==> src/rtl/sec_filter_pkg.sv <==
package sec_filter_pkg;

  localparam int unsigned HALF_W = 16;

  // Masked update: upper half of the word enables lower-half bits.
  function automatic logic [HALF_W-1:0] mask_merge(input logic [HALF_W-1:0] old_v,
                                                   input logic [2*HALF_W-1:0] word);
    logic [HALF_W-1:0] m;
    m = word[2*HALF_W-1:HALF_W];
    return (old_v & ~m) | (word[HALF_W-1:0] & m);
  endfunction

endpackage

==> src/rtl/sec_rgn_regs.sv <==
module sec_rgn_regs
  import sec_filter_pkg::*;
#(
  parameter int NUM_RGN = 8,
  parameter int REG_AW  = 5
) (
  input  logic                      clk,
  input  logic                      rst,
  input  logic                      we,
  input  logic [REG_AW-1:0]         idx,
  input  logic [31:0]               wdata,
  output logic [NUM_RGN*HALF_W-1:0] lo_flat,
  output logic [NUM_RGN*HALF_W-1:0] hi_flat,
  output logic [HALF_W-1:0]         ctrl
);

  localparam int CTRL_IDX = 2 * NUM_RGN;
  localparam logic [HALF_W-1:0] CTRL_RST = HALF_W'(1) << (NUM_RGN + 1);

  for (genvar g = 0; g < NUM_RGN; g++) begin : g_rgn
    logic [HALF_W-1:0] lo_q;
    logic [HALF_W-1:0] hi_q;

    always_ff @(posedge clk) begin
      if (rst) begin
        lo_q <= '0;
        hi_q <= '0;
      end else if (we) begin
        if (idx == REG_AW'(g))
          lo_q <= mask_merge(lo_q, wdata);
        if (idx == REG_AW'(g + NUM_RGN))
          hi_q <= mask_merge(hi_q, wdata);
      end
    end

    assign lo_flat[g*HALF_W +: HALF_W] = lo_q;
    assign hi_flat[g*HALF_W +: HALF_W] = hi_q;
  end

  always_ff @(posedge clk) begin
    if (rst)
      ctrl <= CTRL_RST;
    else if (we && idx == REG_AW'(CTRL_IDX))
      ctrl <= mask_merge(ctrl, wdata);
  end

endmodule

==> src/rtl/sec_rgn_match.sv <==
module sec_rgn_match
  import sec_filter_pkg::*;
#(
  parameter int NUM_RGN = 8,
  parameter int IDX_W   = 12
) (
  input  logic [IDX_W-1:0]          mb,
  input  logic [NUM_RGN*HALF_W-1:0] lo_flat,
  input  logic [NUM_RGN*HALF_W-1:0] hi_flat,
  input  logic [NUM_RGN-1:0]        en,
  output logic                      hit_any
);

  logic [NUM_RGN-1:0] hit;

  for (genvar g = 0; g < NUM_RGN; g++) begin : g_cmp
    logic [IDX_W-1:0] lo_v;
    logic [IDX_W-1:0] hi_v;
    assign lo_v   = lo_flat[g*HALF_W +: IDX_W];
    assign hi_v   = hi_flat[g*HALF_W +: IDX_W];
    assign hit[g] = en[g] && (mb >= lo_v) && (mb <= hi_v);
  end

  assign hit_any = |hit;

endmodule

==> src/rtl/sec_viol_log.sv <==
module sec_viol_log #(
  parameter int ADDR_W = 32
) (
  input  logic              clk,
  input  logic              rst,
  input  logic              deny,
  input  logic [ADDR_W-1:0] addr,
  input  logic              clr,
  output logic              flag,
  output logic [ADDR_W-1:0] addr_q
);

  logic flag_eff;
  assign flag_eff = flag && !clr;

  always_ff @(posedge clk) begin
    if (rst) begin
      flag   <= 1'b0;
      addr_q <= '0;
    end else begin
      flag <= flag_eff || deny;
      if (deny && !flag_eff)
        addr_q <= addr;
    end
  end

endmodule

==> src/rtl/ddr_sec_filter.sv <==
module ddr_sec_filter
  import sec_filter_pkg::*;
#(
  parameter  int NUM_RGN  = 8,
  parameter  int ADDR_W   = 32,
  parameter  int GRAN_LSB = 20,
  localparam int REG_AW   = $clog2(2 * NUM_RGN + 3)
) (
  input  logic              clk,
  input  logic              rst,
  input  logic              cfg_we,
  input  logic [REG_AW-1:0] cfg_idx,
  input  logic [31:0]       cfg_wdata,
  output logic [31:0]       cfg_rdata,
  input  logic              req_valid,
  input  logic [ADDR_W-1:0] req_addr,
  input  logic              req_secure,
  output logic              rsp_valid,
  output logic              rsp_ok,
  output logic              rsp_err,
  output logic              viol_flag,
  output logic [ADDR_W-1:0] viol_addr
);

  localparam int IDX_W     = ADDR_W - GRAN_LSB;
  localparam int CTRL_IDX  = 2 * NUM_RGN;
  localparam int STAT_IDX  = CTRL_IDX + 1;
  localparam int VADDR_IDX = CTRL_IDX + 2;
  localparam int OUT_BIT   = NUM_RGN;
  localparam int BYP_BIT   = NUM_RGN + 1;

  logic [NUM_RGN*HALF_W-1:0] lo_flat;
  logic [NUM_RGN*HALF_W-1:0] hi_flat;
  logic [HALF_W-1:0]         ctrl;
  logic                      hit_any;
  logic                      bypass_w;
  logic                      outside_w;
  logic                      deny_c;
  logic                      clr_c;
  logic [31:0]               rd_c;

  sec_rgn_regs #(.NUM_RGN(NUM_RGN), .REG_AW(REG_AW)) u_regs (
    .clk(clk), .rst(rst), .we(cfg_we), .idx(cfg_idx), .wdata(cfg_wdata),
    .lo_flat(lo_flat), .hi_flat(hi_flat), .ctrl(ctrl)
  );

  sec_rgn_match #(.NUM_RGN(NUM_RGN), .IDX_W(IDX_W)) u_match (
    .mb(req_addr[ADDR_W-1:GRAN_LSB]), .lo_flat(lo_flat), .hi_flat(hi_flat),
    .en(ctrl[NUM_RGN-1:0]), .hit_any(hit_any)
  );

  assign bypass_w  = ctrl[BYP_BIT];
  assign outside_w = ctrl[OUT_BIT];
  assign deny_c    = req_valid && !req_secure && !bypass_w && (hit_any || outside_w);
  assign clr_c     = cfg_we && (cfg_idx == REG_AW'(STAT_IDX)) && cfg_wdata[16] && cfg_wdata[0];

  sec_viol_log #(.ADDR_W(ADDR_W)) u_log (
    .clk(clk), .rst(rst), .deny(deny_c), .addr(req_addr), .clr(clr_c),
    .flag(viol_flag), .addr_q(viol_addr)
  );

  always_comb begin
    rd_c = '0;
    for (int i = 0; i < NUM_RGN; i++) begin
      if (cfg_idx == REG_AW'(i))
        rd_c = {16'h0, lo_flat[i*HALF_W +: HALF_W]};
      if (cfg_idx == REG_AW'(i + NUM_RGN))
        rd_c = {16'h0, hi_flat[i*HALF_W +: HALF_W]};
    end
    if (cfg_idx == REG_AW'(CTRL_IDX))
      rd_c = {16'h0, ctrl};
    if (cfg_idx == REG_AW'(STAT_IDX))
      rd_c = {31'h0, viol_flag};
    if (cfg_idx == REG_AW'(VADDR_IDX))
      rd_c = 32'(viol_addr);
  end

  always_ff @(posedge clk) begin
    if (rst) begin
      rsp_valid <= 1'b0;
      rsp_ok    <= 1'b0;
      rsp_err   <= 1'b0;
      cfg_rdata <= '0;
    end else begin
      rsp_valid <= req_valid;
      rsp_ok    <= req_valid && !deny_c;
      rsp_err   <= deny_c;
      cfg_rdata <= rd_c;
    end
  end

endmodule

==> config.mk <==
export PLATFORM = sky130hd
export DESIGN_NAME = ddr_sec_filter
export DESIGN_NICKNAME = d
export VERILOG_FILES = /design/src/rtl/sec_filter_pkg.sv /design/src/rtl/sec_rgn_regs.sv /design/src/rtl/sec_rgn_match.sv /design/src/rtl/sec_viol_log.sv /design/src/rtl/ddr_sec_filter.sv
export SDC_FILE = /design/constraint.sdc
export NUM_CORES = 1
export LEC_CHECK = 0
export BUFFER_PORTS_ARGS = -buffer_cell sky130_fd_sc_hd__buf_2
export CORE_ASPECT_RATIO = 0.5
export CORE_MARGIN = 1.5
export CORE_UTILIZATION = 40
export DETAILED_ROUTE_END_ITERATION = 10
export PLACE_DENSITY = 0.63
export SETUP_SLACK_MARGIN = 0.02
export SYNTH_ARGS = -nofsm -noshare
export SYNTH_HDL_FRONTEND = slang
export SYNTH_HIERARCHICAL = 1
export SYNTH_SLANG_ARGS = --single-unit
==> constraint.sdc <==
create_clock -name clk -period 4.22 [get_ports clk]
set_input_delay 0.422 -clock clk [delete_from_list [all_inputs] [get_ports clk]]
set_output_delay 0.422 -clock clk [all_outputs]
set_load 0.05 [all_outputs]
==> impl_metrics.ini, run 1 <==
[sta]
fmaxAchievable_mhz = 267.4
relSlewSlack_pct = 27.56
hold_viol = 0
min_period_over_period_pct = 88.61
layout_min_cycle_time_ns = 3.739
rsz0062_at_grt = no
worst_pin_slew_ns = 1.083
setup_violations = 0
skew_ns = 0.02917
setup_slack_ns = 0.4805
slew_viol_final = 0
fin_tns_setup_ns = 0

[hold_path]
hp-class = input pin to flop
holdPathStages = 3
worstHoldEndpoint = u_log/addr_q[3]$_SDFFE_PP0P_
min-delay-start = req_addr[3]

[floorplan]
die_w_um = 334.9
core_sq_um = 54050
die_area_sq_um = 56600
ios = 142
start_util_pct = 40.77
rows = 60
fp.dieH_um = 169.0

[critical_path]
reg2reg_to = u_log/addr_q[21]$_SDFFE_PP0P_
start_kind = flop
end_kind = flop
crit_type = flop to flop
reg2regPathDepth = 13
rrSetupSlack_ns = 0.48
cp_max_fo = 32
arrival_ns = 4.22
crit_required_ns = 4.70

[clocking]
insertion_delay_ns = 0.56
cts.sinks = 340
htree_num_levels = 2
post_cts_resize_count = 0
post_cts_buffers = 0
clock_tree.buffer_depth = 3
holdBufCountCts = 0
cts-root-buf = clkbuf_16
clk_pin_slew_ns = 0.07
cts_buffers = 35
cts_tree = done

[detailed_routing]
ant_nets = 0
vias = 20475
drc = 0
wl_mm = 92.80
wire_per_inst_um = 27.40
drt_iter0_markers = 3081
vias_per_cell = 6.045
drtPass1Iterations = 6

[placement]
numPlacedInstances = 3326
place_ws_ns = 0.1783
port_buffers = 141
hpwl_mm = 66.55
routabilityCongestion = 1.032
postPlaceCellArea_sq_um = 23390

[power_and_ir_drop]
power_density_nw_per_um2 = 306.9
vdd_ir_drop_max_uv = 213.5
p_leak_nw = 10.52

[grt]
overflow = 0
antenna_found_initial = 6
grt_max_degree = 105
grt_pass1_wl_mm = 132.5
grtUsageTotal_pct = 31.81
grt_pass1_vias = 18872

[layout]
mostFrequentLayoutCells = nand2b_1, dfxtp_1, mux2i_1, nand3_1
final_common_cell = nand2b_1
layout.nets = 2916
area_growth_pct = 11.45
drive_gt1_share_pct = 12.16
final_cells = 3387
fillers = 5287
fin_area_sq_um = 24560
final_util_pct = 45.44

[logic_synthesis]
synth_cell_type_count = 80
syn_inst = 2576
synth.cell_area_sq_um = 22040
synth_nets = 2842
yosysSeqAreaShare_pct = 30.89
avgSynthCellArea_sq_um = 8.555
ys.flop_type = dfxtp_1
synth_warnings = 6
synthArstFlopShare_pct = 0
synth-edff-count = 0
synth-seq-cells = 340

[outcome]
run_status = finished, final reports clean

[flow_run]
maxCapViolations = 0
[metal layers]
layer | vias to the layer above | GRT usage, % | part of all wire, %
met2 | 1219 | 43.64 | 39
met5 | - | 0 | 0
met1 | 9961 | 47.81 | 46
met3 | 175 | 8.477 | 12
met4 | 0 | 8.912 | 2.9
li1 | 9120 | - | -
[worst max-delay path: stages (launching register included)]
cell and delay (ns):
dfxtp_1 0.41, inv_1 0.08, ha_1 0.32, nor2b_1 0.14, o211ai_1 0.18, a211oi_1 0.16, a2111oi_0 0.53, o221ai_1 0.28
nand4b_1 0.28, nor2_1 0.09, nor4b_1 0.39, a21boi_4 0.27, buf_12 0.25, mux2i_1 0.23
[worst max path at each step]
stage                                          to  depth (start not counted)          from  slack (ns)
floorplan            u_log/addr_q[0]$_SDFFE_PP0P_                         14  req_addr[20]         1.0
global placement    u_log/addr_q[23]$_SDFFE_PP0P_                         15  req_addr[20]        0.26
detailed placement  u_log/addr_q[21]$_SDFFE_PP0P_                         16  req_addr[20]        0.18
CTS                 u_log/addr_q[12]$_SDFFE_PP0P_                         14          flop        0.56
global route        u_log/addr_q[16]$_SDFFE_PP0P_                         14          flop        0.27
finish              u_log/addr_q[21]$_SDFFE_PP0P_                         13          flop        0.48
[metrics by stage]
step / hold WS (ns) / total power (W)
after floorplan: 0.4488 / 0.003873
after global placement: 0.4586 / 0.004268
after detailed placement: 0.4637 / 0.004272
after CTS: 0.1047 / 0.007518
after global routing: 0.1125 / 0.007721
final: 0.1205 / 0.007538
[cell families (layout without fill, tap and decap cells)]
| group | count (synthesis) | count (layout) | share of synthesized area (%) |
|---|---|---|---|
| and+or+nand+nor | 964 | 964 | 24.40 |
| AOI/OAI and AO/OA | 384 | 384 | 11.69 |
| buffers and inverters | 382 | 479 | 7.784 |
| DFF | 340 | 340 | 30.89 |
| muxes | 313 | 313 | 14.30 |
| adders and majority gates | 192 | 192 | 10.90 |
| xor gates and xnor gates | 1 | 1 | 0.03975 |
| other | 0 | 1 | 0 |
[cells in the mapped netlist (6+ instances only)]
library cell	number	share of area, %
ha_1	192	11
and2_1	19	0.54
nor2_1	51	0.87
nor2b_1	22	0.62
o21ai_1	14	0.32
buf_6	9	0.46
a31oi_1	9	0.26
a21boi_0	15	0.51
buf_2	57	1.3
a22o_1	11	0.44
a211oi_1	20	0.68
buf_1	6	0.10
nor3_1	23	0.52
inv_1	192	3.3
o211ai_1	16	0.55
o21ai_0	37	0.84
a22oi_1	31	1.1
a21oi_1	116	2.6
dfxtp_1	340	31
a2111oi_0	11	0.44
o221ai_1	15	0.60
a221o_1	9	0.41
nand2_1	135	2.3
buf_4	29	0.99
mux2i_1	307	14
nand4_1	33	0.94
o22ai_1	17	0.48
nand3_1	247	5.6
a32oi_1	7	0.28
nand2b_1	362	10
and3_1	18	0.51
clkbuf_1	84	1.4
a21o_1	20	0.68
[power breakdown]
group	internal (W)	leakage (nW)	switching, W
Clock	0.00183	0.570	0.00146
Combinational	0.000315	7.21	0.000693
Sequential	0.00323	2.74	0.0000142
Total	0.00538	10.5	0.00216
[final cells by class]
| cell class | instances | area, sq um | area share, % |
|---|---|---|---|
| multi-input cells | 1854 | 13550 | 55.16 |
| flip-flops and latches | 340 | 6807 | 27.71 |
| repair buffers | 225 | 1420 | 5.782 |
| clock buffers | 48 | 1026 | 4.177 |
| well taps | 713 | 892.1 | 3.632 |
| inverters | 194 | 728.2 | 2.965 |
| clock inverters | 12 | 137.6 | 0.5604 |
| diodes | 1 | 2.502 | 0.01019 |
Power figures use the tool's default switching activity.
==> run 2, diff against run 1 <==
--- a/config.mk
+++ b/config.mk
@@ -10,6 +10,7 @@
 export CORE_MARGIN = 1.5
 export CORE_UTILIZATION = 40
 export DETAILED_ROUTE_END_ITERATION = 10
+export GPL_TIMING_DRIVEN = 0
 export PLACE_DENSITY = 0.63
 export SETUP_SLACK_MARGIN = 0.02
 export SYNTH_ARGS = -nofsm -noshare
==> impl_metrics.ini, run 2 (same netlist as run 1, synthesis figures left out) <==
[layout]
final_util_pct = 46.14
layout.nets = 3025
fillers = 5457
mostFrequentLayoutCells = nand2b_1, dfxtp_1, mux2i_1, nand3_1, buf_2
final_common_cell = nand2b_1
drive_gt1_share_pct = 12.31
final_cells = 3503
area_growth_pct = 13.18

[sta]
rsz0062_at_grt = no
hold_viol = 0
worst_pin_slew_ns = 1.535
layout_min_cycle_time_ns = 4.029
min_period_over_period_pct = 95.47
relSlewSlack_pct = -2.330
slew_viol_final = 11
skew_ns = 0.02999
setup_violations = 0
fmaxAchievable_mhz = 248.2

[critical_path]
crit_type = input pin to flop
crit_path_top_delay_cell = a2111oi_1
cp_num_buf_inv = 2
arrival_ns = 4.53
cp_max_fo = 17
end_kind = flop
crit_required_ns = 4.72
critPathTopFamily = compound AO/OA/AOI/OAI gates
cpMostUsedCell = a21oi_1
start_kind = input pin
crit_chain = buf_2 -> ha_1 -> a21oi_1 -> a21oi_1 -> a2111oi_1 -> o221ai_1 -> and3_1 -> nand4b_1 -> nor2_1 -> nor4b_4 -> a21boi_4 -> buf_8 -> mux2i_1
slowest_delay_ns = 0.82

[clocking]
insertion_delay_ns = 0.58
cts_tree = done
clock_tree.buffer_depth = 3
cts_buffers = 37
cts.sinks = 340
htree_num_levels = 2
cts-root-buf = clkbuf_16
clk_pin_slew_ns = 0.07

[grt]
grt_pass1_vias = 20186
grt_pass1_wl_mm = 148.0
grt_max_degree = 18
met3_usage_pct = 14.03
gr-usage-met1_pct = 48.71
antenna_found_initial = 7
grtUsageTotal_pct = 36.61
grt_use_met2_pct = 52.07
overflow = 0
top_usage_layer = met2

[detailed_routing]
wire_per_inst_um = 30.44
ant_nets = 0
vias = 21575
drc = 0
drtPass1Iterations = 10
drt_iter0_markers = 2907
wl_mm = 106.6
vias_per_cell = 6.159

[floorplan]
rows = 60
start_util_pct = 40.77
core_sq_um = 54050
die_w_um = 334.9
fp.dieH_um = 169.0
ios = 142
die_area_sq_um = 56600

[power_and_ir_drop]
power_density_nw_per_um2 = 313.6
p_leak_nw = 10.70
vdd_ir_drop_max_uv = 241.7

[placement]
numPlacedInstances = 3430
routabilityCongestion = 1.103
port_buffers = 141
hpwl_mm = 78.69

[hold_path]
hp-class = input pin to flop

[outcome]
violations = capacitance limit, slew limit
run_status = finished, violations left

[flow_run]
maxCapViolations = 1
-- run 2: changes by cell type in the layout (fill, tap and decap cells not counted), moves of 2 or more --
cell,delta
clkbuf_1,+88
buf_2,+54
buf_4,-43
buf_6,+9
buf_1,+6
buf_12,-6
a2111oi_0,-3
a2111oi_1,+3
buf_8,+3
diode_2,+3
clkinv_2,-2
-- run 2: stage by stage --
stage / total power [W] / setup WS, ns / hold slack (ns) / setup TNS, ns / instance area [sq um]
2_1_floorplan: 0.003873 / 0.9967 / 0.4488 / 0 / 22040
3_3_place_gp: 0.004341 / -1.081 / 0.4616 / -34.40 / 23640
3_5_place_dp: 0.004352 / -1.256 / 0.4644 / -40.26 / 23640
4_1_cts: 0.007756 / 0.09037 / 0.08001 / 0 / 24910
5_1_grt: 0.007954 / 0.1092 / 0.09509 / 0 / 24930
6_report: 0.007822 / 0.1910 / 0.1003 / 0 / 24940
-- run 2: final timing paths --
check	startpoint	end	cells after the start	slack, ns
setup / recovery	req_addr[27]	u_log/addr_q[13]$_SDFFE_PP0P_	13	0.19
setup reg to reg	flop	u_log/addr_q[13]$_SDFFE_PP0P_	14	0.20
hold reg to reg	flop	flop	2	0.48
hold / removal	req_addr[6]	u_log/addr_q[6]$_SDFFE_PP0P_	3	0.10
-- run 2: cell type report --
class | instances | area, sq um | share of cell area, %
inverters | 194 | 732.0 | 2.935
clock inverters | 10 | 136.4 | 0.5468
plain buffers | 188 | 988.4 | 3.963
repair buffers | 144 | 738.2 | 2.960
multi-input cells | 1854 | 13540 | 54.29
flip-flops and latches | 340 | 6807 | 27.29
clock buffers | 56 | 1097 | 4.400
diodes | 4 | 10.01 | 0.04013
well taps | 713 | 892.1 | 3.577
-- run 2: report_power, final --
part           leakage (nW)  switching (W)  internal (W)  total [W]
Combinational          7.36       0.000797      0.000321    0.00112
Sequential             2.74      0.0000144       0.00323    0.00324
Clock                 0.602        0.00153       0.00194    0.00346
-- run 2: layer usage --
metal	share of wire [%]	vias up
met1	41	10375
li1	-	9373
met5	0.012	-
met2	40	1491
met3	14	334
met4	5.0	2
-- run 2: tightest hold or removal path, stage by stage --
cell	delay (ns)
buf_2	0.09
nand2b_1	0.06
mux2i_1	0.06
-- run 2: timing repair --
action | CTS | global route
setup buffers | 3 | 0
pin swaps | 0 | 0
gates resized for setup | 6 | 5
gates cloned | 0 | 0
setup endpoints to repair | 32 | 32
hold buffers | 0 | 0
